===== config.mk =====
export PLATFORM = sky130hd
export DESIGN_NAME = tmr_wdog_top
export DESIGN_NICKNAME = d
export VERILOG_FILES = /design/src/rtl/tmr_wdog_pkg.sv /design/src/rtl/tmr_pin_sync.sv /design/src/rtl/tmr_prescaler.sv /design/src/rtl/tmr_wdog_cnt.sv /design/src/rtl/tmr_wdog_top.sv
export SDC_FILE = /design/constraint.sdc
export NUM_CORES = 1
export LEC_CHECK = 0
export ABC_AREA = 1
export CAP_MARGIN = 20
export CORE_AREA = 2 2 58 71
export DETAILED_ROUTE_END_ITERATION = 7
export DIE_AREA = 0 0 60 73
export DONT_BUFFER_PORTS = 1
export PLACE_DENSITY = 0.74
export REMOVE_ABC_BUFFERS = 1
export SLEW_MARGIN = 25
export SYNTH_ARGS = -nofsm -noshare
export SYNTH_HDL_FRONTEND = slang
export SYNTH_SLANG_ARGS = --single-unit

===== constraint.sdc =====
create_clock -name clk -period 3.85 [get_ports clk]
set_clock_uncertainty 0.05 [all_clocks]
set_input_delay 0.5775 -clock clk [delete_from_list [all_inputs] [get_ports clk]]
set_output_delay 0.5775 -clock clk [all_outputs]
set_load 0.05 [all_outputs]

===== src/rtl/tmr_wdog_pkg.sv =====
// Shared mode-register layout and reset value for the timer/watchdog block.
// Assumes a 6-bit mode word: source, edge, assignment, 3-bit ratio code.
package tmr_wdog_pkg;

    typedef struct packed {
        logic       src_ext;     // bit 5: 1 = external pin edges
        logic       edge_fall;   // bit 4: 1 = falling edges count
        logic       psc_to_wdt;  // bit 3: 1 = prescaler feeds watchdog
        logic [2:0] ratio;       // bits 2..0: ratio code
    } tmr_mode_t;

    localparam int MODE_W = 6;
    localparam logic [MODE_W-1:0] MODE_RST = 6'b111111;

endpackage


===== src/rtl/tmr_pin_sync.sv =====
// Synchronizes the external count pin and produces a one-cycle pulse on
// the selected transition. Assumes STAGES >= 2.
module tmr_pin_sync #(
    parameter int STAGES = 2
) (
    input  logic clk,
    input  logic rst_n,
    input  logic pin,
    input  logic fall_sel,
    output logic edge_pulse
);
    logic [STAGES-1:0] chain;
    logic              prev;

    // Shift the pin through the synchronizer and remember the last value.
    always_ff @(posedge clk) begin
        if (!rst_n) begin
            chain <= '0;
            prev  <= 1'b0;
        end else begin
            chain <= {chain[STAGES-2:0], pin};
            prev  <= chain[STAGES-1];
        end
    end

    // Pick the transition that counts.
    always_comb begin
        if (fall_sel) edge_pulse = prev & ~chain[STAGES-1];
        else          edge_pulse = ~prev & chain[STAGES-1];
    end
endmodule


===== src/rtl/tmr_prescaler.sv =====
// Divides an event stream by a power of two. The divisor is 2^code when
// the prescaler drives the watchdog and 2^(code+1) when it drives the timer.
// Assumes PSC_W >= 2^SEL_W so that the largest limit fits.
module tmr_prescaler #(
    parameter int PSC_W = 8,
    parameter int SEL_W = 3
) (
    input  logic             clk,
    input  logic             rst_n,
    input  logic             in_evt,
    input  logic             clear,
    input  logic [SEL_W-1:0] code,
    input  logic             to_wdt,
    output logic             out_evt
);
    localparam int SH_W = SEL_W + 1;

    logic [PSC_W-1:0] count;
    logic [PSC_W-1:0] limit;
    logic [SH_W-1:0]  shift;

    // Terminal count for the current code and assignment.
    always_comb begin
        shift   = {1'b0, code} + (to_wdt ? SH_W'(0) : SH_W'(1));
        limit   = PSC_W'((33'd1 << shift) - 33'd1);
        out_evt = in_evt && (count == limit);
    end

    // Advance on each input event, restart on terminal count or clear.
    always_ff @(posedge clk) begin
        if (!rst_n)       count <= '0;
        else if (clear)   count <= '0;
        else if (out_evt) count <= '0;
        else if (in_evt)  count <= count + PSC_W'(1);
    end
endmodule


===== src/rtl/tmr_wdog_cnt.sv =====
// Watchdog counter: advances on its tick, overflows into a one-cycle reset
// pulse and a cleared time-out flag. A clear strobe has priority.
module tmr_wdog_cnt #(
    parameter int WDT_W = 8
) (
    input  logic clk,
    input  logic rst_n,
    input  logic en_opt,
    input  logic tick,
    input  logic clear,
    output logic wdt_rst,
    output logic tof_flag
);
    localparam logic [WDT_W-1:0] WDT_MAX = '1;

    logic [WDT_W-1:0] count;

    // Count, overflow, and clear handling.
    always_ff @(posedge clk) begin
        if (!rst_n) begin
            count    <= '0;
            wdt_rst  <= 1'b0;
            tof_flag <= 1'b1;
        end else begin
            wdt_rst <= 1'b0;
            if (clear) begin
                count    <= '0;
                tof_flag <= 1'b1;
            end else if (!en_opt) begin
                count <= '0;
            end else if (tick) begin
                if (count == WDT_MAX) begin
                    count    <= '0;
                    wdt_rst  <= 1'b1;
                    tof_flag <= 1'b0;
                end else begin
                    count <= count + WDT_W'(1);
                end
            end
        end
    end
endmodule


===== src/rtl/tmr_wdog_top.sv =====
// Timer and watchdog sharing one prescaler. Holds the mode register and
// the timer counter; routes the prescaler to whichever counter owns it.
module tmr_wdog_top
    import tmr_wdog_pkg::*;
#(
    parameter int CNT_W  = 8,
    parameter int PSC_W  = 8,
    parameter int WDT_W  = 8,
    parameter int SYNC_N = 2
) (
    input  logic              clk,
    input  logic              rst_n,
    input  logic              cyc_tick,
    input  logic              ext_pin,
    input  logic              wdt_tick,
    input  logic              wdt_clr,
    input  logic              sleep_req,
    input  logic              mode_we,
    input  logic [MODE_W-1:0] mode_wdata,
    input  logic              cnt_we,
    input  logic [CNT_W-1:0]  cnt_wdata,
    input  logic              wdt_en_opt,
    output logic [CNT_W-1:0]  cnt_value,
    output logic              wdt_rst,
    output logic              tof_flag
);
    tmr_mode_t mode;
    logic      pin_evt, tmr_src, psc_in, psc_out, psc_clr;
    logic      tmr_inc, wdt_adv, wdt_kick;

    // Mode register write.
    always_ff @(posedge clk) begin
        if (!rst_n)       mode <= tmr_mode_t'(MODE_RST);
        else if (mode_we) mode <= tmr_mode_t'(mode_wdata);
    end

    tmr_pin_sync #(.STAGES(SYNC_N)) u_sync (
        .clk       (clk),
        .rst_n     (rst_n),
        .pin       (ext_pin),
        .fall_sel  (mode.edge_fall),
        .edge_pulse(pin_evt)
    );

    // Route sources and strobes according to the prescaler assignment.
    always_comb begin
        wdt_kick = wdt_clr | sleep_req;
        tmr_src  = mode.src_ext ? pin_evt : cyc_tick;
        psc_in   = mode.psc_to_wdt ? wdt_tick : tmr_src;
        psc_clr  = mode.psc_to_wdt ? wdt_kick : cnt_we;
        tmr_inc  = mode.psc_to_wdt ? tmr_src : psc_out;
        wdt_adv  = mode.psc_to_wdt ? psc_out : wdt_tick;
    end

    tmr_prescaler #(.PSC_W(PSC_W), .SEL_W(3)) u_psc (
        .clk    (clk),
        .rst_n  (rst_n),
        .in_evt (psc_in),
        .clear  (psc_clr),
        .code   (mode.ratio),
        .to_wdt (mode.psc_to_wdt),
        .out_evt(psc_out)
    );

    // Timer counter: write wins over increment, wraps at full scale.
    always_ff @(posedge clk) begin
        if (!rst_n)       cnt_value <= '0;
        else if (cnt_we)  cnt_value <= cnt_wdata;
        else if (tmr_inc) cnt_value <= cnt_value + CNT_W'(1);
    end

    tmr_wdog_cnt #(.WDT_W(WDT_W)) u_wdt (
        .clk     (clk),
        .rst_n   (rst_n),
        .en_opt  (wdt_en_opt),
        .tick    (wdt_adv),
        .clear   (wdt_kick),
        .wdt_rst (wdt_rst),
        .tof_flag(tof_flag)
    );
endmodule


==> flow_summary.yaml, run 1 <==
power_and_ir_drop:
  p_int_mw: 0.565
  switching_share_pct: 31.2
  clockPowerShare_pct: 32.6
  p_sw_mw: 0.257
  power_leakage_nw: 1.05
  power_frac_seq_pct: 49.6
  ir_worst_vdd_v: 0.000196
  total_power_mw: 0.822
  p_comb_share_pct: 17.8
  p_per_area_nw_per_um2: 358
sta:
  timing.final.max_slew_violations: 0
  tightest_slew_ns: 0.642
  setup_violations: 0
  period_minus_slack_ns: 2.95
  fin_setup_tns_ns: 0
  slew_headroom_pct: 57.1
  setup_slack_ns: 0.903
  fin_hold_ws_ns: 0.321
  max_clock_freq_mhz: 339
  rsz0062_at_grt: "false"
  fin_crit_sh_pct: 76.5
  hold_viol_final: 0
clock_tree:
  cts_resized: 0
  cts_buffers: 5
  clk_pin_slew_ns: 0.07
  cts.path.max_buffers: 2
  cts_max_level: 2
  cts_tree: "done"
  cts.sinks: 35
  ctsHoldBuffers: 0
  cts-root-buf: "clkbuf_8"
  postCtsSetupBuffers: 0
  clock_latency_ns: 0.29
finish:
  multiInputGateArea_sq_um: 1280
  syn_to_final_growth_pct: 6.13
  regArea_sq_um: 701
  final_area_sq_um: 2290
  antenna_cells: 0
  layout.nets: 370
  drive_above_1_share_pct: 6.19
  nFillCells: 386
yosys:
  yosysMostFrequentCell: "nand2_1"
  synth_flop_cell: "dfxtp_1"
  async_flop_share_pct: 0
  synth-edff-count: 0
  yosys_warnings: 0
  synthCells: 338
  synth_top_area_share_pct: 32.4
  synth-seq-cells: 35
  ys_seq_area_share_pct: 32.4
  yosys-top-cells-area: "dfxtp_1 32%, nand2_1 17%, nand3_1 8.6%"
  netlist_area_sq_um: 2160
  synth_top_area_cell: "dfxtp_1"
  synthTopCellsByCount: "98 x nand2_1, 41 x inv_1, 37 x nand3_1"
  ys_types: 28
  avgSynthCellArea_sq_um: 6.40
worst_setup_path:
  crit_fanout: 9
  r2r_start: "mode[3]"
  crit_type: "flop to flop"
  crit_start: "mode[3]"
  rr_worst_depth: 21
  crit_end: "u_wdt.count[4]"
  crit_path_start_kind: "flop"
  cp.required_ns: 4.02
  r2r_end: "u_wdt.count[4]"
  critPathArrivalTime_ns: 3.12
  endpoint_kind: "flop"
  rrSetupSlack_ns: 0.90
global_route:
  grt_pass1_wl_mm: 7.93
  grt_max_degree: 15
  antenna_found_initial: 0
  track_usage_pct: 23.4
  grt_overflow: 0
  grt_pass1_vias: 1973
floorplan:
  io-pin-count: 34
  fp.dieH_um: 73
  core_area_sq_um: 3780
  die_w_um: 60
  start_util_pct: 57.1
  dieArea_sq_um: 4380
  rows: 25
run:
  max_cap_viol_count: 0
route:
  post-route-drc-count: 0
  avgViaCountPerCell: 5.21
  drt_iter0_markers: 127
  ant_nets: 0
  routedWlPerCell_um: 11.4
  drt-total-wl_mm: 4.49
  firstDrtPassIters: 4
  via_count: 2046
place:
  dp_slack_ns: 0.891
  portBuffers: 0
  place_area_sq_um: 2210
  dpl.hpwl_mm: 3.49
  gp_congestion: 0.888
outcome:
  status: "finished clean"
hold_path:
  hp-class: "input port to flop"
-- worst min path at each step --
| stage | start | end | depth (start not counted) |
|---|---|---|---|
| 6_report | rst_n | mode[4] | 1 |
| 3_5_place_dp | u_sync.chain[0] | u_sync.chain[1] | 2 |
| 2_1_floorplan | u_sync.chain[0] | u_sync.chain[1] | 2 |
| 4_1_cts | rst_n | mode[4] | 1 |
| 5_1_grt | rst_n | mode[4] | 1 |
| 3_3_place_gp | u_sync.chain[0] | u_sync.chain[1] | 2 |
-- worst max-delay path, stage by stage, from the launching register on --
cell and delay (ns):
dfxtp_1 0.34, inv_1 0.17, ha_1 0.18, ha_1 0.19
inv_1 0.07, nand2_1 0.07, nand2_2 0.09, nor2_4 0.15
nand2_1 0.09, ha_1 0.24, xor2_1 0.16, nand3b_1 0.12
nand2_1 0.05, nor2_1 0.10, nand2_1 0.06, nor2_1 0.10
nand3_2 0.12, nand2_2 0.13, nand2_4 0.10, clkinv_2 0.11
nand2_1 0.07, a21oi_1 0.11
-- per-layer routing --
metal  part of all wire (%)  wire [um]  vias up  track usage [%]
li1                       -          -     1092                -
met1                     43       1930      915             25.4
met2                     52       2340       32             42.8
met3                    3.2        142        7             4.96
met4                    1.5         68        0             9.63
met5                      0          0        -                0
-- stage by stage --
step | utilization [%] | std cells
after CTS | 60.6 | 393
after detailed placement | 58.3 | 386
after floorplan | - | 332
final | 60.6 | 393
after global routing | 60.6 | 393
after global placement | 58.3 | 386
-- cell families (layout without fill, tap and decap cells) --
| group | count (synthesis) | in the layout | synth area share (%) |
|---|---|---|---|
| AO/OA/AOI/OAI | 44 | 44 | 11.0 |
| adder cells (fa/ha/maj) | 7 | 7 | 4.05 |
| flip-flops | 35 | 35 | 32.4 |
| AND/OR/NAND/NOR | 191 | 191 | 39.1 |
| XOR/XNOR | 12 | 12 | 4.86 |
| buffers and inverters | 49 | 50 | 8.56 |
-- power groups by stage --
stage               Combinational, mW  Clock, mW  Sequential, mW
CTS                             0.148      0.277           0.407
finish                          0.147      0.268           0.407
global placement                0.146          0           0.415
global route                    0.171      0.293           0.409
floorplan                       0.121          0           0.412
detailed placement              0.147          0           0.416
-- registers in the layout, summed over array words and instances (netlist names) --
register        flops
u_wdt.wdt_rst       1
mode                6
cnt_value           8
u_sync.prev         1
u_wdt.count         8
u_wdt.tof_flag      1
u_sync.chain        2
u_psc.count         8
-- cells in the final DEF, fill, tap and decap left out, types with 2 or more instances in the layout --
master / n
clkbuf_8: 6
inv_1: 41
nand3_1: 37
nand2_1: 98
nand2_2: 4
a31oi_1: 2
clkinv_2: 2
o21ai_0: 13
nand4_1: 6
nor3_1: 8
nand2_4: 3
a21oi_1: 25
xnor2_1: 4
nor2_1: 29
dfxtp_1: 35
ha_1: 7
xor2_1: 8
-- final cells by class --
class,instances,area share (%)
multi-input cells,254,55.6
flip-flops and latches,35,30.5
inverters,43,7.09
clock buffers,6,3.60
well taps,54,2.94
clock inverters,1,0.218
No activity file was read; power rests on OpenSTA's default activity.
==> inputs of run 2 (changes only) <==
- CORE_AREA: 2 2 58 71 -> 2 2 60 73
- DIE_AREA: 0 0 60 73 -> 0 0 62 75
- PLACE_DENSITY: 0.74 -> 0.73
- clock period: 3.85 -> 2.6 ns (I/O delays scaled with it)
==> run 2 against run 1 <==
Against the previous run:
- count of clock-buffer cells in the layout grew 2
- worst hold slack lost 0.18 ns
- die area grew 6.2%
- register-to-register slack lost 0.89 ns
- largest cell class unchanged
- wire length grew 14%
- critical endpoint is now u_wdt.count[3]
- final cell count grew 7.9%
- combinational power grew 130%
- non-clock buffer count grew 28
==> flow_summary.yaml, run 2 (same netlist as run 1, synthesis figures left out) <==
floorplan:
  fp.dieH_um: 75
  core_area_sq_um: 3910
  rows: 25
  die_w_um: 62
  io-pin-count: 34
  dieArea_sq_um: 4650
  start_util_pct: 55.3
power_and_ir_drop:
  ir_worst_vdd_v: 0.000467
  total_power_mw: 1.35
  p_per_area_nw_per_um2: 498
  power_leakage_nw: 1.21
sta:
  fin_setup_tns_ns: 0
  rsz0062_at_grt: "true"
  max_clock_freq_mhz: 386
  timing.final.max_slew_violations: 0
  fin_hold_ws_ns: 0.138
  period_minus_slack_ns: 2.59
  fin_crit_sh_pct: 99.5
  hold_viol_final: 0
  tightest_slew_ns: 0.619
  setup_violations: 0
  slew_headroom_pct: 58.7
clock_tree:
  cts.sinks: 35
  cts-root-buf: "clkbuf_8"
  clk_pin_slew_ns: 0.07
  cts.path.max_buffers: 2
  cts_tree: "done"
  cts_max_level: 2
  cts_buffers: 5
  clock_latency_ns: 0.28
place:
  portBuffers: 0
  gp_congestion: 0.879
  dpl.hpwl_mm: 3.49
route:
  post-route-drc-count: 0
  avgViaCountPerCell: 5.21
  drt-total-wl_mm: 5.13
  ant_nets: 0
  via_count: 2207
  wl_met1_mm: 2.10
  drt_iter0_markers: 102
  firstDrtPassIters: 4
  routedWlPerCell_um: 12.1
  wl_met3_um: 204
  wl_met2_mm: 2.73
  highest_layer: "met4"
worst_setup_path:
  cpPeakStageDelay_ns: 0.33
  critPathSlowestCell: "dfxtp_2"
  cp.required_ns: 2.75
  cp_num_buf_inv: 4
  crit_family: "simple AND/OR/NAND/NOR gates"
  endpoint_kind: "flop"
  crit_chain: "inv_4 -> buf_6 -> ha_4 -> inv_2 -> nand2_2 -> nand2_4 -> nor2_4 -> nand2_2 -> ha_4 -> xor2_1 -> nand3b_1 -> nand2_1 -> nor2_1 -> nand2_1 -> nor2_2 -> nand3_4 -> nand2_4 -> buf_4 -> nand4_1 -> a21oi_1"
  crit_fanout: 4
  crit_type: "flop to flop"
  critPathArrivalTime_ns: 2.74
  crit_path_start_kind: "flop"
  rrSetupSlack_ns: 0.01
global_route:
  antenna_found_initial: 0
  grt_pass1_vias: 2042
  grt_overflow: 0
  track_usage_pct: 22.9
  grt_pass1_wl_mm: 8.09
  grt_max_degree: 15
finish:
  regArea_sq_um: 703
  multiInputGateArea_sq_um: 1460
  layout.nets: 400
  drive_above_1_share_pct: 22.4
  syn_to_final_growth_pct: 25.6
  final_common_cell: "nand2_1"
  layout_common_cells: "86 x nand2_1, 37 x inv_1, 36 x nand3_1"
  nFillCells: 339
  top_regs: "cnt_value: 8 flops, u_psc.count: 8 flops, u_wdt.count: 8 flops"
  antenna_cells: 0
outcome:
  status: "finished clean"
run:
  max_cap_viol_count: 0
hold_path:
  hp-class: "input port to flop"
==> run 2: cell count changes in the layout (fill, tap and decap cells not counted), moves of 3 or more <==
cell	delta
inv_1	-4
nand2_2	+10
nand2_1	-12
ha_1	-4
a21oi_1	-4
ha_4	+4
inv_2	+3
nor2_1	-4
a21oi_2	+4
buf_4	+26
==> run 2: final cells by class <==
type                            instances  share of cell area [%]
Multi-Input combinational cell        256                    53.7
Clock buffer                            8                    3.69
Timing Repair Buffer                   28                    8.02
Sequential cell                        35                    25.9
Inverter                               43                    6.22
Tap cell                               54                    2.49
==> run 2: what timing repair did <==
item / in CTS / in global routing
pin swaps: 14 / 14
setup endpoints to repair: 26 / 26
resized for setup: 20 / 30
cloned: 1 / 1
buffers inserted: 4 / 3
hold buffers: 0 / 0
==> run 2: through the flow <==
step / utilization (%) / instance area, sq um / instances / setup slack, ns
floorplan: - / 2140 / 332 / -0.0251
global placement: 60.5 / 2360 / 407 / -0.0168
detailed placement: 60.5 / 2360 / 407 / -0.104
CTS: 65.9 / 2580 / 420 / 0.00505
global route: 69.4 / 2720 / 424 / -0.151
finish: 69.4 / 2720 / 424 / 0.0125
==> run 2: final timing paths <==
check,from,endpoint,cells after the start
worst min-delay path,rst_n,mode[5],1
worst max register to register,mode[3],u_wdt.count[3],20
worst max-delay path,mode[3],u_wdt.count[3],20
worst min register to register,u_sync.chain[0],u_sync.chain[1],2
==> run 2: power breakdown <==
group          internal, mW  total [mW]  leakage [nW]  switching (mW)
Clock                 0.242       0.429        0.0515           0.187
Sequential            0.555       0.580         0.285          0.0257
Combinational         0.134       0.344         0.873           0.210
Total                 0.930        1.35          1.21           0.423
==> run 2: metal layers <==
| metal | GRT usage (%) | up-vias |
|---|---|---|
| met5 | 0 | - |
| met4 | 8.75 | 0 |
| met3 | 5.50 | 11 |
| met2 | 41.6 | 52 |
| met1 | 24.8 | 988 |
| li1 | - | 1156 |
